$ cat src/rtl/lp_mode_pkg.sv
package lp_mode_pkg;

  typedef enum logic [3:0] {
    M_NORMAL1, M_NORMAL2, M_SLOW2, M_SLOW1,
    M_IDLE1, M_IDLE2, M_SLEEP1, M_SLEEP2, M_SLEEP0,
    M_STOP, M_WARMUP
  } pmode_e;

  typedef enum logic [1:0] {
    CMD_NONE   = 2'd0,
    CMD_HALT   = 2'd1,
    CMD_SLEEP0 = 2'd2,
    CMD_STOP   = 2'd3
  } pcmd_e;

  typedef struct packed {
    logic cpu;
    logic wdt;
    logic hosc;
    logic losc;
    logic periph;
    logic div;
  } gates_t;

  function automatic logic is_run(pmode_e m);
    return (m == M_NORMAL1) || (m == M_NORMAL2) || (m == M_SLOW2) || (m == M_SLOW1);
  endfunction

endpackage

$ cat src/rtl/lp_wake_detect.sv
module lp_wake_detect (
  input  logic clk_i,
  input  logic rst_ni,
  input  logic stop_pin_i,
  input  logic edge_sel_i,
  input  logic tb_clk_i,
  output logic release_o,
  output logic tb_fall_o
);

  logic pin_q;
  logic tb_q;

  always_ff @(posedge clk_i or negedge rst_ni) begin
    if (!rst_ni) begin
      pin_q <= 1'b0;
      tb_q  <= 1'b0;
    end else begin
      pin_q <= stop_pin_i;
      tb_q  <= tb_clk_i;
    end
  end

  assign release_o = edge_sel_i ? (stop_pin_i & ~pin_q) : stop_pin_i;
  assign tb_fall_o = tb_q & ~tb_clk_i;

endmodule

$ cat src/rtl/lp_warmup_ctr.sv
module lp_warmup_ctr #(
  parameter int unsigned WU_BASE = 4
) (
  input  logic       clk_i,
  input  logic       rst_ni,
  input  logic       start_i,
  input  logic [1:0] sel_i,
  output logic       done_o
);

  localparam int unsigned CW = WU_BASE + 4;

  logic [CW-1:0] cnt_q;
  logic          busy_q;
  logic [CW-1:0] load_val;

  // 2^n cycles total: load 2^n - 1, done seen while count is zero
  assign load_val = (CW'(1) << (WU_BASE + 32'(sel_i))) - CW'(1);

  always_ff @(posedge clk_i or negedge rst_ni) begin
    if (!rst_ni) begin
      cnt_q  <= '0;
      busy_q <= 1'b0;
    end else if (start_i) begin
      cnt_q  <= load_val;
      busy_q <= 1'b1;
    end else if (busy_q) begin
      if (cnt_q == '0) busy_q <= 1'b0;
      else             cnt_q  <= cnt_q - CW'(1);
    end
  end

  assign done_o = busy_q && (cnt_q == '0);

  assert_wu_start_R11: assert property (@(posedge clk_i) disable iff (!rst_ni)
    start_i |=> (busy_q && !done_o));

  assert_wu_release_R11: assert property (@(posedge clk_i) disable iff (!rst_ni)
    done_o |=> !busy_q || $past(start_i));

endmodule

$ cat src/rtl/lp_mode_fsm.sv
module lp_mode_fsm
  import lp_mode_pkg::*;
(
  input  logic       clk_i,
  input  logic       rst_ni,
  input  logic [1:0] cmd_i,
  input  logic       losc_on_i,
  input  logic       hosc_on_i,
  input  logic       slow_sel_i,
  input  logic       feed_halt_i,
  input  logic       wake_i,
  input  logic       release_i,
  input  logic       wu_done_i,
  input  logic       tb_en_i,
  input  logic       tb_fall_i,
  output pmode_e     mode_o,
  output pmode_e     ret_mode_o,
  output logic       wu_start_o,
  output logic       resume_wait_o,
  output logic       latch_set_o
);

  pmode_e mode_q, mode_d, ret_q;
  pcmd_e  cmd;
  logic   tb_seen_q;
  logic   wait_q;
  logic   latch_q;

  assign cmd = pcmd_e'(cmd_i);

  always_comb begin
    mode_d = mode_q;
    unique case (mode_q)
      M_NORMAL1: begin
        if      (cmd == CMD_HALT) mode_d = M_IDLE1;
        else if (cmd == CMD_STOP) mode_d = M_STOP;
        else if (losc_on_i)       mode_d = M_NORMAL2;
      end
      M_NORMAL2: begin
        if      (cmd == CMD_HALT) mode_d = M_IDLE2;
        else if (cmd == CMD_STOP) mode_d = M_STOP;
        else if (slow_sel_i)      mode_d = M_SLOW2;
        else if (!losc_on_i)      mode_d = M_NORMAL1;
      end
      M_SLOW2: begin
        if      (cmd == CMD_HALT) mode_d = M_SLEEP2;
        else if (cmd == CMD_STOP) mode_d = M_STOP;
        else if (!slow_sel_i)     mode_d = M_NORMAL2;
        else if (!hosc_on_i)      mode_d = M_SLOW1;
      end
      M_SLOW1: begin
        if      (cmd == CMD_HALT)                  mode_d = M_SLEEP1;
        else if (cmd == CMD_SLEEP0 && feed_halt_i) mode_d = M_SLEEP0;
        else if (cmd == CMD_STOP)                  mode_d = M_STOP;
        else if (hosc_on_i)                        mode_d = M_SLOW2;
      end
      M_IDLE1:  if (wake_i)    mode_d = M_NORMAL1;
      M_IDLE2:  if (wake_i)    mode_d = M_NORMAL2;
      M_SLEEP1: if (wake_i)    mode_d = M_SLOW1;
      M_SLEEP2: if (wake_i)    mode_d = M_SLOW2;
      M_SLEEP0: if (wake_i)    mode_d = M_SLOW1;
      M_STOP:   if (release_i) mode_d = M_WARMUP;
      M_WARMUP: if (wu_done_i) mode_d = ret_q;
      default:                 mode_d = M_NORMAL1;
    endcase
  end

  always_ff @(posedge clk_i or negedge rst_ni) begin
    if (!rst_ni) begin
      mode_q    <= M_NORMAL1;
      ret_q     <= M_NORMAL1;
      tb_seen_q <= 1'b0;
      wait_q    <= 1'b0;
      latch_q   <= 1'b0;
    end else begin
      mode_q  <= mode_d;
      latch_q <= (mode_q == M_SLEEP0) && wake_i && tb_seen_q;
      if (mode_q != M_STOP && mode_d == M_STOP) ret_q <= mode_q;
      if (mode_q != M_SLEEP0 && mode_d == M_SLEEP0) tb_seen_q <= tb_en_i;
      // peripheral feed resumes only on a time-base falling edge
      if (mode_q == M_SLEEP0 && wake_i)          wait_q <= 1'b1;
      else if (tb_fall_i || mode_q != M_SLOW1)   wait_q <= 1'b0;
    end
  end

  assign mode_o        = mode_q;
  assign ret_mode_o    = ret_q;
  assign wu_start_o    = (mode_q == M_STOP) && release_i;
  assign resume_wait_o = wait_q;
  assign latch_set_o   = latch_q;

  assert_sleep0_entry_R6: assert property (@(posedge clk_i) disable iff (!rst_ni)
    (mode_q == M_SLEEP0 && $past(mode_q) != M_SLEEP0)
      |-> ($past(mode_q) == M_SLOW1 && $past(feed_halt_i)));

  assert_sleep0_return_R7: assert property (@(posedge clk_i) disable iff (!rst_ni)
    (mode_q == M_SLEEP0 && wake_i) |=> (mode_q == M_SLOW1 && resume_wait_o));

  assert_stop_hold_R9: assert property (@(posedge clk_i) disable iff (!rst_ni)
    (mode_q == M_STOP) |=> (mode_q == M_STOP || mode_q == M_WARMUP));

  assert_warm_return_R11: assert property (@(posedge clk_i) disable iff (!rst_ni)
    (mode_q == M_WARMUP && $past(mode_q) == M_WARMUP && $past(wu_done_i))
      |-> is_run(mode_q));

endmodule

$ cat src/rtl/lp_gate_dec.sv
module lp_gate_dec
  import lp_mode_pkg::*;
(
  input  pmode_e mode_i,
  input  pmode_e ret_mode_i,
  input  logic   resume_wait_i,
  output gates_t gates_o
);

  // fields: cpu, wdt, hosc, losc, periph, div
  function automatic gates_t base_gates(pmode_e m);
    unique case (m)
      M_NORMAL1: return 6'b111011;
      M_NORMAL2: return 6'b111111;
      M_SLOW2:   return 6'b111111;
      M_SLOW1:   return 6'b110110;
      M_IDLE1:   return 6'b001011;
      M_IDLE2:   return 6'b001111;
      M_SLEEP1:  return 6'b000110;
      M_SLEEP2:  return 6'b001110;
      M_SLEEP0:  return 6'b000100;
      default:   return 6'b000000;
    endcase
  endfunction

  gates_t ret_g;

  always_comb begin
    ret_g   = base_gates(ret_mode_i);
    gates_o = base_gates(mode_i);
    if (mode_i == M_SLOW1 && resume_wait_i) gates_o.periph = 1'b0;
    if (mode_i == M_WARMUP) begin
      gates_o      = '0;
      gates_o.hosc = ret_g.hosc;
      gates_o.losc = ret_g.losc;
    end
  end

endmodule

$ cat src/rtl/lp_mode_ctrl.sv
module lp_mode_ctrl
  import lp_mode_pkg::*;
#(
  parameter int unsigned WU_BASE = 4
) (
  input  logic       clk_i,
  input  logic       rst_ni,
  input  logic [1:0] mode_cmd_i,
  input  logic       losc_on_i,
  input  logic       hosc_on_i,
  input  logic       slow_sel_i,
  input  logic       clk_feed_halt_i,
  input  logic       wake_i,
  input  logic       stop_pin_i,
  input  logic       stop_edge_sel_i,
  input  logic [1:0] warmup_sel_i,
  input  logic       tb_clk_i,
  input  logic       tb_en_i,
  input  logic       irq_master_en_i,
  input  logic       tb_irq_ie_i,
  output logic       cpu_clk_en_o,
  output logic       wdt_en_o,
  output logic       hosc_en_o,
  output logic       losc_en_o,
  output logic       periph_clk_en_o,
  output logic       div_in_en_o,
  output logic       tb_latch_set_o,
  output logic       tb_irq_take_o
);

  pmode_e mode, ret_mode;
  logic   release_evt, tb_fall, wu_start, wu_done, resume_wait;
  gates_t gates;

  lp_wake_detect u_wake_detect (
    .clk_i      (clk_i),
    .rst_ni     (rst_ni),
    .stop_pin_i (stop_pin_i),
    .edge_sel_i (stop_edge_sel_i),
    .tb_clk_i   (tb_clk_i),
    .release_o  (release_evt),
    .tb_fall_o  (tb_fall)
  );

  lp_warmup_ctr #(.WU_BASE(WU_BASE)) u_warmup_ctr (
    .clk_i   (clk_i),
    .rst_ni  (rst_ni),
    .start_i (wu_start),
    .sel_i   (warmup_sel_i),
    .done_o  (wu_done)
  );

  lp_mode_fsm u_mode_fsm (
    .clk_i         (clk_i),
    .rst_ni        (rst_ni),
    .cmd_i         (mode_cmd_i),
    .losc_on_i     (losc_on_i),
    .hosc_on_i     (hosc_on_i),
    .slow_sel_i    (slow_sel_i),
    .feed_halt_i   (clk_feed_halt_i),
    .wake_i        (wake_i),
    .release_i     (release_evt),
    .wu_done_i     (wu_done),
    .tb_en_i       (tb_en_i),
    .tb_fall_i     (tb_fall),
    .mode_o        (mode),
    .ret_mode_o    (ret_mode),
    .wu_start_o    (wu_start),
    .resume_wait_o (resume_wait),
    .latch_set_o   (tb_latch_set_o)
  );

  lp_gate_dec u_gate_dec (
    .mode_i        (mode),
    .ret_mode_i    (ret_mode),
    .resume_wait_i (resume_wait),
    .gates_o       (gates)
  );

  assign cpu_clk_en_o    = gates.cpu;
  assign wdt_en_o        = gates.wdt;
  assign hosc_en_o       = gates.hosc;
  assign losc_en_o       = gates.losc;
  assign periph_clk_en_o = gates.periph;
  assign div_in_en_o     = gates.div;
  assign tb_irq_take_o   = tb_latch_set_o & irq_master_en_i & tb_irq_ie_i & tb_en_i;

  assert_edge_release_R10: assert property (@(posedge clk_i) disable iff (!rst_ni)
    (mode == M_WARMUP && $past(mode) == M_STOP && stop_edge_sel_i && $past(stop_edge_sel_i))
      |-> ($past(stop_pin_i) && !$past(stop_pin_i, 2)));

  assert_periph_resume_R7: assert property (@(posedge clk_i) disable iff (!rst_ni)
    ($rose(periph_clk_en_o) && mode == M_SLOW1 && $past(mode) == M_SLOW1)
      |-> ($past(tb_clk_i, 2) && !$past(tb_clk_i)));

  assert_latch_state_R8: assert property (@(posedge clk_i) disable iff (!rst_ni)
    tb_latch_set_o |-> (cpu_clk_en_o && !periph_clk_en_o));

  assert_latch_pulse_R8: assert property (@(posedge clk_i) disable iff (!rst_ni)
    tb_latch_set_o |=> !tb_latch_set_o);

endmodule

$ cat config.mk
export PLATFORM = sky130hd
export DESIGN_NAME = lp_mode_ctrl
export DESIGN_NICKNAME = d
export VERILOG_FILES = /design/src/rtl/lp_mode_pkg.sv /design/src/rtl/lp_wake_detect.sv /design/src/rtl/lp_warmup_ctr.sv /design/src/rtl/lp_mode_fsm.sv /design/src/rtl/lp_gate_dec.sv /design/src/rtl/lp_mode_ctrl.sv
export SDC_FILE = /design/constraint.sdc
export NUM_CORES = 1
export LEC_CHECK = 0
export ABC_AREA = 1
export BUFFER_PORTS_ARGS = -buffer_cell sky130_fd_sc_hd__clkbuf_2
export CORE_MARGIN = 2
export CORE_UTILIZATION = 39
export CTS_CLUSTER_SIZE = 24
export DETAILED_ROUTE_END_ITERATION = 8
export GPL_TIMING_DRIVEN = 0
export PLACE_DENSITY_LB_ADDON = 0.08
export SLEW_MARGIN = 25
export SYNTH_ARGS = -nofsm -noshare
export SYNTH_HDL_FRONTEND = slang
export SYNTH_SLANG_ARGS = --single-unit
$ cat constraint.sdc
create_clock -name clk_i -period 5.6 [get_ports clk_i]
set_clock_uncertainty 0.2 [all_clocks]
set_input_delay 0.28 -clock clk_i [delete_from_list [all_inputs] [get_ports clk_i]]
set_output_delay 0.28 -clock clk_i [all_outputs]
set_load 0.02 [all_outputs]
Yosys cells after proc, flatten, opt, wreduce, memory -nomap -nowiden --
Memory sizes are Yosys's and may differ from the RTL's. Index checks and enable logic that the tools add are counted. Widths: inputs -> output; s select.
Storage, ports and cells: word-level logic and storage cells 89, memories 2, flip-flop bits (word level) 22, input bits 17, output and inout port bits 8, memory bits (read-only) 192
Operators by class: add/sub/neg operators 3, shifts and indexed selects 1, eq/ne operators 19, multiplexer cells 33, bitwise logic cells 7, reductions and logical operators 15
Memory list:
- (name not given) | depth 16, bits a word 6, rd ports 1, clocked after Yosys merged registers in 0, write ports 0, RTL line lp_gate_dec.sv:12 | unique case (m)
- (name not given) | depth 16, bits a word 6, rd ports 1, clocked after Yosys merged registers in 0, write ports 0, RTL line lp_gate_dec.sv:12
Operator list (number):
- $mux 4 | 21
- $pmux 4 s10 | 1
- $shl 1x32->8 const A | 1
- $mux 8 | 3
- $eq 4x4->1 const B | 5
- $eq 4x3->1 const B | 4
- $eq 4x2->1 const B | 2
- $logic_and 1x1->1 | 8
- $logic_not 8->1 | 1
- $ne 4x4->1 const B | 2
- $sub 8x1->8 const B | 1
- $sub 8x2->8 const B | 1
- $mux 1 | 7
- $mux 6 | 1
- $and 1x1->1 | 5
- $add 3x2->4 const A | 1
- $eq 2x2->1 const B | 2
- $eq 4x1->1 const B | 1
- $logic_not 4->1 | 1
- $ne 4x2->1 const B | 1
- $reduce_bool 2->1 | 2
- $eq 2x1->1 const B | 1
- $ne 2x1->1 const B | 1
- $not 1->1 | 2
- 3 further kinds | 3

Depth between registers and ports, before layout --
Gate-level depths: netlist (run 1).
word-level depth 7, depth in mapped cells 13, gate-level depth less buffers 12

Modules after synthesis --
A second synthesis (run 1) with hierarchy kept.
Second synthesis, totals: cell total of the unflattened synthesis 288, area, all modules 1821.7 sq um
Modules (own cells, without submodules):
- lp_mode_fsm | seq. area each 275.3 sq um, cells each 161, times used 1, area an instance 970.9 sq um
- lp_warmup_ctr | seq. area each 225.2 sq um, cells each 81, times used 1, area an instance 613.1 sq um
- lp_gate_dec | seq. area each 0.0 sq um, cells each 37, times used 1, area an instance 156.4 sq um
- lp_wake_detect | seq. area each 50.0 sq um, cells each 6, times used 1, area an instance 70.1 sq um
- lp_mode_ctrl | seq. area each 0.0 sq um, cells each 3, times used 1, area an instance 11.3 sq um

Worst setup path after synthesis (run 1) --
OpenSTA, ideal clock, no wires.
kind reg-to-reg, start register u_mode_fsm.mode_q[3] (netlist: u_mode_fsm.mode_o[3]), end register u_mode_fsm.ret_q[0] (netlist: u_mode_fsm.ret_mode_o[0]), data required time 5283 ps, clock period less this slack 1896 ps, setup slack 3704 ps, arrival time 1580 ps, buffers on the path 0, stages on the path, launching flop included 11, path through dfrtp_1 nor2_2 nand3_1 nand2_1 nor2_2 nor2_2 nor2_4 nor2_8 nand3_2 nand2_1 nand2_1
On the way: word-level cells in the longest chain between the ends 7, elaborated cells between the ends (all ways) 37
RTL lines:
- start, declared | RTL line lp_mode_fsm.sv:23 | pmode_e mode_q, mode_d, ret_q;
- start signal, assigned | RTL line lp_mode_fsm.sv:76 | mode_q <= mode_d;
- $mux 4 (on tied branches) | RTL line lp_mode_fsm.sv:55, lp_mode_fsm.sv:43, lp_mode_fsm.sv:49
- $mux 4 (on tied branches) | RTL line lp_mode_fsm.sv:54, lp_mode_fsm.sv:42, lp_mode_fsm.sv:48
- $mux 4 (on tied branches) | RTL line lp_mode_fsm.sv:53, lp_mode_fsm.sv:41, lp_mode_fsm.sv:47
- $mux 4 (on tied branches) | RTL line lp_mode_fsm.sv:52, lp_mode_fsm.sv:40, lp_mode_fsm.sv:46
- $pmux 4 s10 | RTL line lp_mode_fsm.sv:33 | unique case (mode_q)
- $eq 4x4->1 | RTL line lp_mode_fsm.sv:78 | if (mode_q != M_STOP && mode_d == M_STOP) ret_q <= mode_q;
- $logic_and 1x1->1 * | RTL line lp_mode_fsm.sv:78
- end signal, assigned | RTL line lp_mode_fsm.sv:78
- end, declared | RTL line lp_mode_fsm.sv:23
Every way passes the cells marked *; elsewhere a longest branch is shown, timed or not. A chain may end at the register's enable or synchronous reset.

Worst setup path in the final report (run 1) --
start register u_mode_fsm.mode_q[0] (netlist: u_mode_fsm.mode_o[0]), end output port hosc_en_o
On the way: word-level cells in the longest chain between the ends 2, elaborated cells between the ends (all ways) 3
RTL lines:
- $mem_v2 16x6 / $eq 4x4->1 (equally long branches)
- $mux 6 * | RTL line lp_gate_dec.sv:32 | if (mode_i == M_WARMUP) begin
- end, declared | RTL line lp_mode_ctrl.sv:23 | output logic hosc_en_o,
Marked as above.

==> results of run 1 <==
[sequential cells by signal, indices dropped and copies added, names as in the netlist]
name                      flops
u_mode_fsm.ret_mode_o         4
u_warmup_ctr.busy_q           1
u_mode_fsm.tb_seen_q          1
u_mode_fsm.mode_o             4
u_mode_fsm.latch_set_o        1
u_warmup_ctr.cnt_q            8
u_wake_detect.pin_q           1
u_mode_fsm.resume_wait_o      1
u_wake_detect.tb_q            1
[worst max-delay path, stage by stage (launching register included)]
cell and delay, ns:
dfrtp_1 0.36, buf_4 0.18, inv_2 0.07, nand2_1 0.09
nor2_2 0.27, nand3_1 0.15, o211ai_1 0.12, clkbuf_2 0.20
[metal layers]
layer	vias up	wire, um
li1	825	-
met1	680	1890
met2	41	1790
met3	5	184
met4	0	60
met5	-	0
[where the power goes]
group / switching, W / total (W) / internal (W)
registers: 0.0000609 / 0.000281 / 0.000220
logic: 0.000409 / 0.000625 / 0.000216
clock network: 0.0000598 / 0.000156 / 0.0000957
[layout by cell type, fill, tap and decap left out, types with 2 or more instances in the layout]
| master | instances |
|---|---|
| nand4_1 | 2 |
| nand3_1 | 25 |
| dfrtp_1 | 22 |
| buf_4 | 2 |
| nand2_2 | 6 |
| clkbuf_8 | 3 |
| dlygate4sd3_1 | 3 |
| o21ai_0 | 9 |
| nor3_1 | 3 |
| nand2_4 | 3 |
| nand2_1 | 64 |
| nor2_4 | 4 |
| o22ai_1 | 2 |
| clkbuf_2 | 24 |
| nand3_2 | 2 |
| nor2_1 | 30 |
| nor2_8 | 2 |
| a21oi_1 | 4 |
| inv_1 | 30 |
| inv_2 | 5 |
| o211ai_1 | 3 |
| nor2_2 | 9 |
[area by class of cell]
| type | instances | area (um2) |
|---|---|---|
| buffer | 2 | 15.0 |
| timing repair buffer | 27 | 150 |
| inverter | 35 | 131 |
| fill | 419 | 2090 |
| tap | 50 | 62.6 |
| clock buffer | 3 | 41.3 |
| sequential | 22 | 551 |
| clock inverter | 1 | 30.0 |
| multi-input combinational | 180 | 953 |
[timing repair]
action                    in CTS  in global routing
hold endpoints to repair      24                  0
hold buffers                   3                  0
setup buffers                  0                  0
[worst max-delay path by stage]
| stage | startpoint | slack [ns] | endpoint | cells after the start |
|---|---|---|---|---|
| 3_5_place_dp | u_warmup_ctr.cnt_q[0] | 3.60 | u_mode_fsm.ret_mode_o[3] | 11 |
| 4_1_cts | u_mode_fsm.mode_o[0] | 3.39 | hosc_en_o | 7 |
| 6_report | u_mode_fsm.mode_o[0] | 3.40 | hosc_en_o | 7 |
| 3_3_place_gp | u_warmup_ctr.cnt_q[0] | 3.61 | u_mode_fsm.ret_mode_o[3] | 11 |
| 5_1_grt | u_mode_fsm.mode_o[0] | 3.30 | hosc_en_o | 7 |
| 2_1_floorplan | u_mode_fsm.mode_o[3] | 3.70 | u_mode_fsm.ret_mode_o[0] | 10 |
[stage by stage]
step,total power [W],hold WS (ns)
finish,0.00106,0.0493
global route,0.00115,0.0586
CTS,0.00107,0.0395
floorplan,0.000765,-0.216
global placement,0.000910,0.0996
detailed placement,0.000909,0.102
[cells by family after synthesis]
kind of cell,synth area share (%)
AND/OR/NAND/NOR,48.6
buffers and inverters,8.87
AO/OA/AOI/OAI,8.42
flip-flops,33.4
adder cells (fa/ha/maj),0.758
==> key figures, run 1 <==
Logic synthesis
  • EDFF count, synth: 0
  • Sequential fraction of the synthesis area: 33.4%
  • Count leader, synth: nand2_1
  • Synth top area share: roughly a third
  • FFs w/ async S/R, synth: between 90% and 100%
  • Post-synth top cells: nand2_1 (64), inv_1 (30), nor2_1 (30)
  • Synth Register Bits: 22
  • Instance count of the mapped netlist: 239
  • Synth area leaders: dfrtp_1 (33%), nand2_1 (15%), nand3_1 (7.6%)
  • Synth cell types: 31
  • Synth Flop Type: dfrtp_1
  • Cell area after synthesis: 1650 um2
  • Average cell area after synthesis: roughly 6.9 um2
  • Syn nets: 257
  • Yosys warning total: 0
  • Synth area leader: dfrtp_1

Detailed routing
  • Vias: between 1500 and 2000
  • # DRC: 0
  • WL final: roughly 3900 um
  • Final ANT Viol Nets: 0
  • Initial DRC Count: 82
  • DR vias/cell: 4.85
  • Pre-antenna DRT Iters: 4
  • Wire per inst: around 12 um

Placed design
  • Gpl congestion: between 0.8 and 0.9
  • Buffers on Ports: 24
  • Placed Area: between 1500 and 2000 um2
  • Placed cell count: about 310
  • Worst slack at placement: roughly 3.6 ns
  • Post-detail-place hpwl: between 3000 and 4000 um

Worst setup path
  • Reg2reg end: u_mode_fsm.ret_mode_o[3]
  • Setup crit start kind: register
  • Worst r2r src: u_mode_fsm.mode_o[1]
  • Arrival @ worst endpoint: around 1.7 ns
  • Crit. End Element: primary output
  • Worst Reg-to-Reg Cells: 12
  • Critical setup path kind: register to primary output
  • Reg-to-reg slack, setup: between 3 and 4 ns
  • WP data required: slightly above 5 ns
  • Crit Path Max Fanout: 8

Floorplanning
  • Initial core utilization: ~41%
  • Die height: between 60 and 70 um
  • Core area: 4030 um2
  • Die W: 69.1 um
  • Die footprint: 4770 um2
  • Num ports: 25
  • Standard-cell rows: 23

Global routing
  • Grt met1 use: about 22%
  • Global Route Usage Sum: between 10% and 20%
  • GR peak layer: met2
  • GR met2 Demand/Resource: 26.9%
  • Vias in the first global route: 1389
  • Largest net degree at the start of global routing: 23
  • Grt ovf: 0
  • Initial antenna violation count: 0
  • Met3 Resource Use GR: under 10%
  • First-pass GRT wire length: 6350 um

Layout
  • Final net count: 289
  • Final Core Density: between 40% and 50%
  • Post-route insts no fill: 320
  • Layout cells sized above 1: approximately a quarter
  • Post-Layout Inst Area: just under 2000 um2
  • Synthesis-to-layout area growth: 17.2%
  • Antenna Cells: 0

Timing
  • Unrepaired setup endpoints after global routing: no
  • Final setup fails: 0
  • Period utilization: 39.2%
  • Fin. max-slew vios: 0
  • Min Tclk post-route: 2.20 ns
  • Slew headroom: ~63%
  • Final WS setup: 3.40 ns
  • Worst slew pin tran: about 0.55 ns
  • Max Clk Rate: between 400 and 500 MHz
  • TNS Setup: 0 ns
  • Endpoints failing hold: 0

Hold path
  • Hold Path Depth: 3
  • HP Start: warmup_sel_i[1]
  • Min-Delay Path Class: primary input to register
  • Hold EP: u_warmup_ctr.cnt_q[5]

Clocking
  • Clock sink total: 22
  • Clock-pin transition on the worst setup and hold timing paths: 0.09 ns
  • Clk buf depth: 2
  • Worst-Skew Late Latency: 0.28 ns
  • CTS H-tree lvls: 1
  • Num CTS Buffers: 3
  • PostCTS Resize Cnt: 0
  • CTS root buf: clkbuf_8
  • Clock tree from TritonCTS: built

Pwr
  • P per Cell Area: ~550 nW/um2
  • VDD IR max: ~0.28 mV
  • Static Leak: 1.03 nW

Run status
  • Outcome: complete, no violations

Run
  • MaxCap Viol Count: 0
(Power assumes the default switching activity.)
==> run 2, diff against run 1 <==
ABC_AREA = 0   (was 1)
clock period = 2.05 ns   (was 5.6 ns; I/O delays follow)
==> key figures, run 2 <==
Run status
  • Outcome: finished, violations left (was complete, no violations)
  • Failing checks: setup timing

Floorplanning
  • Die height: 65.1 um (was 69.1 um)
  • Die footprint: 4230 um2 (was 4770 um2)
  • Core area: 3630 um2 (was 4030 um2)
  • Initial core utilization: 40.0% (was 41.0%)
  • Standard-cell rows: 22 (was 23)
  • Num ports: 25 (unchanged)
  • Die W: 65.1 um (was 69.1 um)

Logic synthesis
  • Post-synth top cells: dfrtp_1 (22), a21oi_1 (13), nand2_1 (12) (was nand2_1 (64), inv_1 (30), nor2_1 (30))
  • Synth Register Bits: 22 (unchanged)
  • Instance count of the mapped netlist: 150 (was 239)
  • Cell area after synthesis: 1450 um2 (was 1650 um2)
  • Count leader, synth: dfrtp_1 (was nand2_1)
  • Yosys warning total: 0 (unchanged)
  • Synth top area share: 37.9% (was 33.4%)
  • EDFF count, synth: 0 (unchanged)
  • Synth area leader: dfrtp_1 (unchanged)
  • FFs w/ async S/R, synth: 100% (unchanged)
  • Average cell area after synthesis: 9.69 um2 (was 6.91 um2)
  • Synth cell types: 52 (was 31)
  • Synth area leaders: dfrtp_1 (38%), a21oi_1 (4.5%), mux2_4 (3.1%) (was dfrtp_1 (33%), nand2_1 (15%), nand3_1 (7.6%))
  • Syn nets: 168 (was 257)
  • Sequential fraction of the synthesis area: 37.9% (was 33.4%)
  • Synth Flop Type: dfrtp_1 (unchanged)

Global routing
  • Vias in the first global route: 1321 (was 1389)
  • Met3 Resource Use GR: 5.21% (was 2.05%)
  • Grt met1 use: 23.7% (was 22.2%)
  • Grt ovf: 0 (unchanged)
  • First-pass GRT wire length: 6020 um (was 6350 um)
  • GR peak layer: met2 (unchanged)
  • Largest net degree at the start of global routing: 23 (unchanged)
  • GR met2 Demand/Resource: 29.1% (was 26.9%)
  • Global Route Usage Sum: 18.5% (was 16.5%)
  • Initial antenna violation count: 0 (unchanged)

Detailed routing
  • # DRC: 0 (unchanged)
  • Vias: 1365 (was 1551)
  • Final ANT Viol Nets: 0 (unchanged)
  • WL final: 3690 um (was 3930 um)
  • Wire per inst: 14.3 um (was 12.3 um)
  • Initial DRC Count: 43 (was 82)
  • DR vias/cell: 5.31 (was 4.85)
  • Pre-antenna DRT Iters: 4 (unchanged)

Timing
  • Endpoints failing hold: 0 (unchanged)
  • Worst slew pin tran: 0.537 ns (was 0.550 ns)
  • Fin. max-slew vios: 0 (unchanged)
  • TNS Setup: -3.09 ns (was 0 ns)
  • Min Tclk post-route: between 2 and 3 ns
  • Min Hold Slack: 0.0335 ns (was 0.0493 ns)
  • Unrepaired setup endpoints after global routing: yes (was no)
  • Max Clk Rate: 389 MHz
  • Period utilization: 125%
  • Final WS setup: -0.523 ns (was 3.40 ns)
  • Final setup fails: 12 (was 0)
  • Slew headroom: 64.2% (was 63.3%)

Placed design
  • Placed cell count: 221 (was 313)
  • Post-detail-place hpwl: 2400 um (was 3090 um)
  • Worst slack at placement: -0.519 ns (was 3.60 ns)
  • Buffers on Ports: 23 (was 24)
  • Gpl congestion: 0.813 (was 0.847)

Worst setup path
  • Setup crit start kind: register (unchanged)
  • WP buf/inv: 0 (was 3)
  • Crit Path Max Fanout: 4 (was 8)
  • Critical setup path kind: register to register (was register to primary output)
  • Crit-path slowest cell: or4_4 (was dfrtp_1)
  • Top Family by Delay on Critical Path: simple AND/OR/NAND/NOR gates (unchanged)
  • Arrival @ worst endpoint: 2.53 ns (was 1.72 ns)
  • CP max stage delay: 0.59 ns (was 0.36 ns)
  • Crit-path cells: or4_4 -> or2_4 -> o21ai_4 -> and4bb_4 -> nor3b_4 -> mux2_4 (was buf_4 -> inv_2 -> nand2_1 -> nor2_2 -> nand3_1 -> o211ai_1 -> clkbuf_2)
  • WP data required: 2.00 ns (was 5.12 ns)
  • Worst Reg-to-Reg Cells: 6 (was 12)
  • Crit path depth: 6 (was 7)
  • Crit. End Element: register (was primary output)

Layout
  • Antenna Cells: 0 (unchanged)
  • Max reg flops: 8 (unchanged)
  • Most common cell after layout, fill and taps aside: clkbuf_2 (was nand2_1)
  • Most flops, register: u_warmup_ctr.cnt_q (unchanged)
  • Layout cells sized above 1: 41.6% (was 24.4%)
  • Final net count: 228 (was 289)
  • Most frequent cells in the layout: clkbuf_2 (24), dfrtp_1 (22), buf_4 (21) (was nand2_1 (64), inv_1 (30), nor2_1 (30))
  • Synthesis-to-layout area growth: 39.9% (was 17.2%)
  • Post-route insts no fill: 257 (was 320)

Clocking
  • CTS H-tree lvls: 1 (unchanged)
  • CTS root buf: clkbuf_8 (unchanged)
  • Clock sink total: 22 (unchanged)
  • Num CTS Buffers: 3 (unchanged)
  • Worst-Skew Late Latency: 0.26 ns (was 0.28 ns)
  • Clock tree from TritonCTS: built (unchanged)
  • Clk buf depth: 2 (unchanged)
  • Clock-pin transition on the worst setup and hold timing paths: 0.08 ns (was 0.09 ns)

Run
  • MaxCap Viol Count: 0 (unchanged)

Pwr
  • Post-layout power: 0.00265 W (was 0.00106 W)
  • Flop pwr share: 28.4% (was 26.5%)
  • Internal Power: 0.00156 W (was 0.000532 W)
  • Logic pwr share: 59.9% (was 58.8%)
  • Net switching power: 0.00109 W (was 0.000530 W)
  • Static Leak: 0.905 nW (was 1.03 nW)
  • P per Cell Area: 1300 nW/um2 (was 549 nW/um2)
  • Sw frac: 41.2% (was 49.9%)
  • VDD IR max: 0.561 mV (was 0.275 mV)
  • Clock power frac: 11.7% (was 14.7%)

Hold path
  • Min-Delay Path Class: primary input to register (unchanged)
  • Hold Path Depth: 3 (unchanged)
-- run 2: cells by family (layout without fill, tap and decap cells) --
group	count (synthesis)	in the layout	synth area share (%)
AO/OA/AOI/OAI	38	38	18.1
XOR/XNOR	8	8	4.82
adder cells (fa/ha/maj)	1	1	0.860
buffers and inverters	18	77	7.06
flip-flops	22	22	37.9
multiplexers	4	4	3.79
AND/OR/NAND/NOR	59	59	27.5
-- run 2: per-layer routing --
layer  vias up  part of all wire [%]
li1        659                     -
met1       641                    43
met2        53                    49
met3        12                   5.7
met4         0                   2.1
met5         -                     0
-- run 2: what timing repair did --
action / CTS / global route
setup endpoints to repair: 11 / 19
hold buffers: 7 / 0
pin swaps: 6 / 11
buffers inserted: 21 / 7
resized for setup: 14 / 9
endpoints found under the hold margin: 30 / 0
-- run 2: final timing paths --
check / from / to / slack, ns
max in group asynchronous: rst_ni / u_mode_fsm.ret_mode_o[3] / 1.14
worst max-delay path: u_warmup_ctr.cnt_q[4] / u_mode_fsm.tb_seen_q / -0.52
worst min register to register: u_mode_fsm.tb_seen_q / u_mode_fsm.tb_seen_q / 0.32
worst max register to register: u_warmup_ctr.cnt_q[4] / u_mode_fsm.tb_seen_q / -0.52
min in group asynchronous: rst_ni / u_mode_fsm.mode_o[0] / 0.14
worst min-delay path: mode_cmd_i[0] / u_mode_fsm.ret_mode_o[3] / 0.03
-- run 2: worst reg2reg max path: stages, from the launching register on --
cell      delay [ns]
dfrtp_1         0.40
or4_4           0.59
or2_4           0.31
o21ai_4         0.17
and4bb_4        0.29
nor3b_4         0.19
mux2_4          0.31
-- run 2: per-stage QoR --
stage,cell area [um2],util [%]
final,2030,56.0
after global routing,2030,56.0
after CTS,1980,54.4
after detailed placement,1630,44.8
after global placement,1630,44.8
after floorplan,1450,-
-- run 2: cell type report --
type | count | area (um2)
Buffer | 9 | 72.6
Clock buffer | 4 | 55.1
Fill cell | 330 | 1600
Inverter | 9 | 33.8
Multi-Input combinational cell | 110 | 863
Sequential cell | 22 | 551
Tap cell | 48 | 60.1
Timing Repair Buffer | 55 | 399
-- run 2: power by group through the flow --
| stage | clock network (W) | logic (W) | registers, W |
|---|---|---|---|
| after floorplan | 0 | 0.000930 | 0.000716 |
| after detailed placement | 0 | 0.00118 | 0.000752 |
| after CTS | 0.000322 | 0.00142 | 0.000750 |
| after global placement | 0 | 0.00118 | 0.000746 |
| after global routing | 0.000342 | 0.00171 | 0.000775 |
| final | 0.000310 | 0.00159 | 0.000752 |
==> run 3, diff against run 2 <==
ABC_AREA = 1   (was 0)
clock period = 3 ns   (was 2.05 ns; I/O delays follow)
==> key figures, run 3 (synthesized netlist as in run 1, its figures left out) <==
Detailed routing
  • WL final: 3940 um (was 3690 um)
  • # DRC: 0 (unchanged)
  • DR vias/cell: 4.83 (was 5.31)
  • Final ANT Viol Nets: 0 (unchanged)
  • Wire per inst: 12.2 um (was 14.3 um)
  • Pre-antenna DRT Iters: 5 (was 4)
  • Initial DRC Count: 73 (was 43)
  • Vias: 1561 (was 1365)

Placed design
  • Buffers on Ports: 24 (was 23)
  • Gpl congestion: 0.847 (was 0.813)
  • Post-detail-place hpwl: 3090 um (was 2400 um)
  • Placed Area: 1830 um2 (was 1630 um2)
  • Worst slack at placement: 1.00 ns (was -0.519 ns)
  • Placed cell count: 313 (was 221)

Layout
  • Max reg flops: 8 (unchanged)
  • Area of the multi-input gates: 953 um2 (was 863 um2)
  • Reg area: 551 um2 (unchanged)
  • Layout cells sized above 1: 24.2% (was 41.6%)
  • Most frequent cells in the layout: nand2_1 (64), inv_1 (30), nor2_1 (30) (was clkbuf_2 (24), dfrtp_1 (22), buf_4 (21))
  • # fillers: 415 (was 330)
  • Most common cell after layout, fill and taps aside: nand2_1 (was clkbuf_2)
  • Final net count: 292 (was 228)
  • Post-Layout Inst Area: 1960 um2 (was 2030 um2)
  • Antenna Cells: 0 (unchanged)
  • Post-route insts no fill: 323 (was 257)
  • Synthesis-to-layout area growth: 19.0% (was 39.9%)
  • Most flops, register: u_warmup_ctr.cnt_q (unchanged)

Floorplanning
  • Standard-cell rows: 23 (was 22)
  • Die footprint: 4770 um2 (was 4230 um2)
  • Die height: 69.1 um (was 65.1 um)
  • Core area: 4030 um2 (was 3630 um2)
  • Initial core utilization: 41.0% (was 40.0%)
  • Num ports: 25 (unchanged)
  • Die W: 69.1 um (was 65.1 um)

Global routing
  • Grt ovf: 0 (unchanged)
  • Largest net degree at the start of global routing: 23 (unchanged)
  • First-pass GRT wire length: 6350 um (was 6020 um)
  • Global Route Usage Sum: 16.5% (was 18.5%)
  • Initial antenna violation count: 0 (unchanged)
  • Vias in the first global route: 1389 (was 1321)

Clocking
  • Clk buf depth: 2 (unchanged)
  • Clock-pin transition on the worst setup and hold timing paths: 0.08 ns (about the same)
  • Clock sink total: 22 (unchanged)
  • PostCTS Resize Cnt: 0 (was 14)
  • Num CTS Buffers: 3 (unchanged)
  • Worst-Skew Late Latency: 0.28 ns (was 0.26 ns)
  • CTS root buf: clkbuf_8 (unchanged)
  • Clock tree from TritonCTS: built (unchanged)
  • Post-CTS setup buffer count: 0 (was 21)
  • CTS H-tree lvls: 1 (unchanged)
  • Hold buffer count at cts: 6 (was 7)

Timing
  • Min Tclk post-route: 2.07 ns
  • Unrepaired setup endpoints after global routing: no (was yes)
  • TNS Setup: 0 ns (was -3.09 ns)
  • Endpoints failing hold: 0 (unchanged)
  • Final setup fails: 0 (was 12)
  • Slew headroom: 63.2% (was 64.2%)
  • Period utilization: between 60% and 70%
  • Fin. max-slew vios: 0 (unchanged)
  • Final WS setup: 0.933 ns (was -0.523 ns)
  • Max Clk Rate: a little under 500 MHz
  • Worst slew pin tran: 0.551 ns (was 0.537 ns)

Pwr
  • Post-layout power: 0.00198 W (was 0.00265 W)
  • Static Leak: 1.04 nW (was 0.905 nW)
  • VDD IR max: 0.515 mV (was 0.561 mV)
  • P per Cell Area: 1010 nW/um2 (was 1300 nW/um2)

Worst setup path
  • WP data required: 2.65 ns (was 2.00 ns)
  • Crit Path Max Fanout: 8 (was 4)
  • Arrival @ worst endpoint: 1.72 ns (was 2.53 ns)
  • Crit. End Element: primary output (was register)
  • Setup crit start kind: register (unchanged)
  • Critical setup path kind: register to primary output (was register to register)

Hold path
  • Min-Delay Path Class: primary input to register (unchanged)

Run status
  • Outcome: complete, no violations (was finished, violations left)

Run
  • MaxCap Viol Count: 0 (unchanged)
==> run 3: cell types whose count changed in the layout (fill, tap and decap cells not counted), moves of 6 or more <==
cell     before  now
nand2_2       0    6
inv_1         6   30
a21oi_1      13    4
nor2_1        7   30
nor2_2        2    9
buf_6        10    0
nand2_1      12   64
buf_4        21    2
nand3_1       4   25
==> run 3: routing by layer <==
| layer | global-route usage, % | wire length, um | part of all wire [%] | up-vias |
|---|---|---|---|---|
| met3 | 1.90 | 185 | 4.7 | 5 |
| met2 | 26.9 | 1800 | 46 | 42 |
| met4 | 6.54 | 60 | 1.5 | 0 |
| met5 | 0 | 0 | 0 | - |
| met1 | 22.3 | 1890 | 48 | 683 |
| li1 | - | - | - | 831 |
==> run 3: critical path, cell delays in order (launching register included) <==
cell and delay [ns]:
dfrtp_1 0.36, buf_4 0.18, inv_2 0.07, nand2_1 0.09, nor2_2 0.27, nand3_1 0.15
o211ai_1 0.12, clkbuf_2 0.20
==> run 3: final cells by class <==
| class | count | share of cell area [%] |
|---|---|---|
| Clock inverter | 1 | 1.53 |
| Inverter | 35 | 6.69 |
| Multi-Input combinational cell | 180 | 48.5 |
| Timing Repair Buffer | 30 | 9.17 |
| Buffer | 2 | 0.764 |
| Sequential cell | 22 | 28.0 |
| Tap cell | 50 | 3.18 |
| Clock buffer | 3 | 2.10 |
==> run 3: worst paths after layout <==
path                                      start                       end  slack [ns]  cells after the start
setup / recovery           u_mode_fsm.mode_o[0]                 hosc_en_o        0.93                      7
hold / removal                           wake_i    u_mode_fsm.latch_set_o        0.08                      3
setup reg to reg           u_mode_fsm.mode_o[1]  u_mode_fsm.ret_mode_o[3]        0.99                     12
hold reg to reg            u_mode_fsm.tb_seen_q      u_mode_fsm.tb_seen_q        0.27                      2
max in group asynchronous                rst_ni      u_mode_fsm.tb_seen_q        2.05                      2
min in group asynchronous                rst_ni     u_warmup_ctr.cnt_q[5]        0.18                      2
==> run 3: where the power goes <==
part	leakage [nW]	internal [W]	switching, W
Clock	0.0357	0.000179	0.000112
Sequential	0.274	0.000412	0.000113
Combinational	0.730	0.000405	0.000764
==> run 3: through the flow <==
stage / util, % / hold slack, ns
after CTS: 48.8 / 0.0733
after global placement: 45.5 / -0.0304
final: 48.8 / 0.0827
after global routing: 48.8 / 0.0917
after floorplan: - / -0.346
after detailed placement: 45.5 / -0.0275
